## src/rtl/simt_mask_pkg.sv

```systemverilog
package simt_mask_pkg;
  typedef enum logic [2:0] {
    CMD_NOP        = 3'd0,
    CMD_IF         = 3'd1,
    CMD_ELSE       = 3'd2,
    CMD_ENDIF      = 3'd3,
    CMD_LOOP_ENTER = 3'd4,
    CMD_LOOP_TEST  = 3'd5,
    CMD_LOOP_BREAK = 3'd6
  } simt_cmd_e;
endpackage

```

## src/rtl/simt_mask_stack.sv

```systemverilog
module simt_mask_stack #(
  parameter int LANES = 32,
  parameter int DEPTH = 8,
  localparam int DW = $clog2(DEPTH + 1)
) (
  input  logic             clk_i,
  input  logic             rst_ni,
  input  logic             push_i,
  input  logic             pop_i,
  input  logic [LANES-1:0] din_i,
  output logic [LANES-1:0] top_o,
  output logic [DW-1:0]    depth_o
);
  logic [LANES-1:0] mem_q [DEPTH];
  logic [DW-1:0]    ptr_q;

  for (genvar g = 0; g < DEPTH; g++) begin : g_entry
    always_ff @(posedge clk_i or negedge rst_ni) begin
      if (!rst_ni)                          mem_q[g] <= '0;
      else if (push_i && ptr_q == DW'(g))   mem_q[g] <= din_i;
    end
  end

  always_ff @(posedge clk_i or negedge rst_ni) begin
    if (!rst_ni)     ptr_q <= '0;
    else if (push_i) ptr_q <= ptr_q + 1'b1;
    else if (pop_i)  ptr_q <= ptr_q - 1'b1;
  end

  always_comb begin
    top_o = '0;
    for (int i = 0; i < DEPTH; i++)
      if (ptr_q == DW'(i + 1)) top_o = mem_q[i];
  end

  assign depth_o = ptr_q;
endmodule

```

## src/rtl/simt_mask_decide.sv

```systemverilog
module simt_mask_decide
  import simt_mask_pkg::*;
#(
  parameter int LANES = 32,
  parameter int DEPTH = 8,
  localparam int DW = $clog2(DEPTH + 1)
) (
  input  logic             cmd_valid_i,
  input  logic [2:0]       cmd_i,
  input  logic [LANES-1:0] pred_i,
  input  logic [LANES-1:0] act_i,
  input  logic [LANES-1:0] top_i,
  input  logic [DW-1:0]    depth_i,
  output logic [LANES-1:0] nxt_o,
  output logic             push_o,
  output logic             pop_o,
  output logic             skip_o,
  output logic             err_o
);
  logic full, empty;
  logic [LANES-1:0] test_m;

  assign full   = (depth_i == DW'(DEPTH));
  assign empty  = (depth_i == '0);
  assign test_m = act_i & pred_i;

  always_comb begin
    nxt_o  = act_i;
    push_o = 1'b0;
    pop_o  = 1'b0;
    skip_o = 1'b0;
    err_o  = 1'b0;
    if (cmd_valid_i) begin
      case (cmd_i)
        CMD_IF: begin
          if (full) err_o = 1'b1;
          else begin
            push_o = 1'b1;
            nxt_o  = test_m;
            skip_o = ~|test_m;
          end
        end
        CMD_ELSE: begin
          if (empty) err_o = 1'b1;
          else begin
            nxt_o  = top_i & ~pred_i;
            skip_o = ~|(top_i & ~pred_i);
          end
        end
        CMD_ENDIF: begin
          if (empty) err_o = 1'b1;
          else begin
            pop_o = 1'b1;
            nxt_o = top_i;
          end
        end
        CMD_LOOP_ENTER: begin
          if (full) err_o = 1'b1;
          else      push_o = 1'b1;
        end
        CMD_LOOP_TEST: begin
          if (|test_m) nxt_o = test_m;
          else begin
            // all lanes done: leave loop, jump past it
            skip_o = 1'b1;
            if (empty) err_o = 1'b1;
            else begin
              pop_o = 1'b1;
              nxt_o = top_i;
            end
          end
        end
        CMD_LOOP_BREAK: begin
          nxt_o  = act_i & ~pred_i;
          skip_o = ~|(act_i & ~pred_i);
        end
        default: ;
      endcase
    end
  end
endmodule

```

## src/rtl/simt_mask_unit.sv

```systemverilog
module simt_mask_unit #(
  parameter int LANES = 32,
  parameter int DEPTH = 8,
  localparam int DW = $clog2(DEPTH + 1)
) (
  input  logic             clk_i,
  input  logic             rst_ni,
  input  logic             cmd_valid_i,
  input  logic [2:0]       cmd_i,
  input  logic [LANES-1:0] pred_i,
  output logic [LANES-1:0] active_mask_o,
  output logic             skip_o,
  output logic [DW-1:0]    depth_o,
  output logic             error_o
);
  logic [LANES-1:0] act_q, nxt, top;
  logic             skip_q, err_q;
  logic             push, pop, skip_d, err_d;

  simt_mask_stack #(.LANES(LANES), .DEPTH(DEPTH)) u_stack (
    .clk_i   (clk_i),
    .rst_ni  (rst_ni),
    .push_i  (push),
    .pop_i   (pop),
    .din_i   (act_q),
    .top_o   (top),
    .depth_o (depth_o)
  );

  simt_mask_decide #(.LANES(LANES), .DEPTH(DEPTH)) u_decide (
    .cmd_valid_i (cmd_valid_i),
    .cmd_i       (cmd_i),
    .pred_i      (pred_i),
    .act_i       (act_q),
    .top_i       (top),
    .depth_i     (depth_o),
    .nxt_o       (nxt),
    .push_o      (push),
    .pop_o       (pop),
    .skip_o      (skip_d),
    .err_o       (err_d)
  );

  always_ff @(posedge clk_i or negedge rst_ni) begin
    if (!rst_ni) begin
      act_q  <= '1;
      skip_q <= 1'b0;
      err_q  <= 1'b0;
    end else begin
      act_q  <= nxt;
      skip_q <= skip_d;
      err_q  <= err_q | err_d;
    end
  end

  assign active_mask_o = act_q;
  assign skip_o        = skip_q;
  assign error_o       = err_q;
endmodule

```

## config.mk

```make
export PLATFORM = sky130hd
export DESIGN_NAME = simt_mask_unit
export DESIGN_NICKNAME = d
export VERILOG_FILES = /design/src/rtl/simt_mask_pkg.sv /design/src/rtl/simt_mask_stack.sv /design/src/rtl/simt_mask_decide.sv /design/src/rtl/simt_mask_unit.sv
export SDC_FILE = /design/constraint.sdc
export NUM_CORES = 1
export LEC_CHECK = 0
export ABC_AREA = 1
export BUFFER_PORTS_ARGS = -buffer_cell sky130_fd_sc_hd__buf_2
export CORE_UTILIZATION = 30
export CTS_CLUSTER_SIZE = 28
export DETAILED_ROUTE_END_ITERATION = 12
export GPL_TIMING_DRIVEN = 0
export PLACE_DENSITY = 0.56
export RECOVER_POWER = 50
export REMOVE_ABC_BUFFERS = 1
export SYNTH_ARGS = -nofsm -noshare
export SYNTH_HDL_FRONTEND = slang
export SYNTH_HIERARCHICAL = 1
export SYNTH_SLANG_ARGS = --single-unit
```

## constraint.sdc

```tcl
create_clock -name clk_i -period 5.85 [get_ports clk_i]
set_input_delay 1.17 -clock clk_i [delete_from_list [all_inputs] [get_ports clk_i]]
set_output_delay 1.17 -clock clk_i [all_outputs]
set_load 0.01 [all_outputs]
```

==> summary.md <==
| Metric | Value |
|---|---|
| Unrepaired setup endpoints after global routing | false |
| Die Height | 240 µm |
| Worst path most repeated cell | nand2_1 |
| Row count | 87 |
| Crit. End Element | register |
| Pwr dens | 482 mW/mm² |
| Post-synthesis area per instance | 6.66 µm² |
| CTS tree | yes |
| Most frequent cells in the layout | 950 x nand2_1, 279 x o21ai_0, 267 x nor2_1 |
| Finished Layout Cells | 3340 |
| Yosys Warn Count | 6 |
| Max Clk Rate | 197 MHz |
| Share of cells above drive strength 1 | 0.0833 |
| First-pass GRT wire length | 88800 µm |
| Max incr delay on CP | 1.10 ns |
| Slew margin rel. | -1.79 |
| Status | finished, violations left |
| DRT Pass-1 Iters | 6 |
| CTS Buf Count | 37 |
| Clock Latency Late Sink | 0.54 ns |
| Placer Congestion | 0.780 |
| Slew @ Worst Pin | 4.19 ns |
| Die width | 240 µm |
| Final Max Tran Viols | 76 |
| Setup violators final | 0 |
| Gr ovfl total | 0 |
| Area share of the largest cell type after synthesis | 0.385 |
| Min Tclk post-route | 5.08 ns |
| Arr. time, crit path | 5.55 ns |
| Worst setup SP type | register |
| Resized cells post-CTS | 0 |
| Vias in the first global route | 15400 |
| Commonest non-fill, non-tap cell in the layout | nand2_1 |
| Post-CTS Hold Buffers | 0 |
| Slowest library cell on the worst path | nor2_4 |
| R2r worst-path depth | 18 |
| Netlist Area Pre-Place | 0.0170 mm² |
| Initial Util | 0.303 |
| Synth unique cells | 28 |
| CP cell instances | inv_1 > ha_2 > inv_1 > nor2_4 > inv_2 > nand2_1 > nand2_1 > nand2_1 > nand2_1 > nand2_1 > nand2_1 > nor3_1 > nand2_1 > nor2_1 > nand3_1 > nand3_1 > nand2_1 > inv_1 |
| Final wirelength | 56800 µm |
| Critical path type | reg2reg |
| Area contributors post-synth | dfrtp_1 38%, nand2_1 21%, o21ai_0 8.2% |
| Die ar. | 0.0578 mm² |
| Via-per-instance ratio | 4.92 |
| Clock buffer depth | 3 |
| Crit path launch | u_stack/depth_o[0] |
| Drt drc | 0 |
| Worst-path clk slew | 0.05 ns |
| Core Footprint | 0.0563 mm² |
| Critical Path Fanout Max | 35 |
| # port buffers | 75 |
| Total GRT Usage | 0.199 |
| Max-cap check violation count | 1 |
| WHS | 0.463 ns |
| Io pins | 76 |
| Register area share after synthesis | 0.434 |
| Mapped Cells | 2560 |
| Synth Register Bits | 294 |
| Total Nets Final | 2597 |
| Synth-to-layout area growth | 14.9% |
| Clk_skew | 0.0172 ns |
| Root Buffer | clkbuf_16 |
| Failing checks | max-capacitance violations, max-slew violations |
| FF-to-FF setup slack | 0.77 ns |
| Post-DRT Antenna Nets | 0 |
| CP endpoint | skip_o |
| Total power draw | 9.45 mW |
| Antenna violations before repair | 1 |
| Leakage | 10.0 nW |
| Sink Count | 294 |
| Postcts setup bufs | 0 |
| H-tree levels | 2 |
| Worst r2r src | u_stack/depth_o[0] |
| Initial DRC Count | 1395 |
| HP Class | reg2reg |
| Max VDD drop | 220 µV |
| WL/cell | 17.0 µm |
| Placement Setup Slack | 0.860 ns |
| Post-DP HPWL | 34900 µm |
| Worst endpoint required time | 6.32 ns |
| Final worst slack | 0.773 ns |
| R2R Path End | skip_o |
| Leading area contributor after synthesis | dfrtp_1 |
| Placed Instances | 3271 |
| Period utilization | 0.868 |
| Fin. Hold Viols | 0 |
| Via Count | 16400 |
| Largest net degree at the start of global routing | 90 |
[cell families (layout without fill, tap and decap cells)]
| family | count (synthesis) | count (layout) | share of synthesized area |
|---|---|---|---|
| simple gates | 1532 | 1532 | 0.366 |
| buf+inv | 377 | 399 | 0.0896 |
| compound gates | 350 | 350 | 0.106 |
| flops | 294 | 294 | 0.434 |
| fa+ha+maj | 4 | 4 | 0.00294 |
| xor+xnor | 3 | 3 | 0.00154 |
| other cells | 0 | 2 | 0 |
[worst max-delay path: cells and delay by family, from the launching register on]
kind	cells	cell delay, ns
flops	1	0.45
simple gates	13	2.85
fa+ha+maj	1	0.52
buf+inv	4	1.20
[sequential cells by signal, indices dropped and copies added (netlist names)]
signal           flops
u_stack/mem_q      256
active_mask_o       32
error_o              1
u_stack/depth_o      4
skip_o               1
[per-layer routing]
layer / up-vias / GRT usage / wire (µm)
li1: 8043 / - / -
met1: 7733 / 0.269 / 25800
met2: 543 / 0.328 / 26200
met3: 104 / 0.0248 / 3440
met4: 0 / 0.0647 / 1390
met5: - / 0 / 0
[stage by stage]
stage          TNS (ns)  instance area [µm²]  utilization
6_report              0                19600        0.348
5_1_grt               0                19600        0.348
4_1_cts               0                19600        0.348
3_5_place_dp          0                18400        0.326
3_3_place_gp    -804.42                17700        0.315
2_1_floorplan         0                16400            -
[cell type report]
cell class / instances / area, µm²
well taps: 756 / 946
clock buffers: 60 / 1120
clock inverters: 6 / 83.8
diodes: 2 / 5.00
inverters: 232 / 872
repair buffers: 101 / 950
flip-flops and latches: 294 / 7400
multi-input cells: 1889 / 8210
fillers: 6006 / 36700
[how the worst min path moves through the flow]
stage / from / end / slack, ns / cells after the start
2_1_floorplan: u_stack/mem_q[40] / u_stack/mem_q[40] / 0.45 / 2
3_3_place_gp: error_o / error_o / 0.45 / 2
3_5_place_dp: error_o / error_o / 0.45 / 2
4_1_cts: error_o / error_o / 0.46 / 2
5_1_grt: error_o / error_o / 0.48 / 2
6_report: error_o / error_o / 0.46 / 2
[power breakdown]
group	internal [mW]	leakage (nW)	switching (mW)	total, mW
clock	1.40	0.592	0.888	2.29
sequential	2.85	3.81	0.518	3.36
combinational	1.21	5.61	2.58	3.79
total	5.46	10.0	3.99	9.45
[synth_stat cells, drive strengths merged]
master	count
nand2	964
o21ai	303
nor2	277
dfrtp	262
inv	232
nand3	223
clkbuf	82
buf	63
nor3	36
a21oi	33
dfstp	32
nand4	30
o21bai	12
ha	4
xor2	3
or2	2
o211ai	1
o41ai	1
Note: power is estimated with default switching activity, not from simulation.
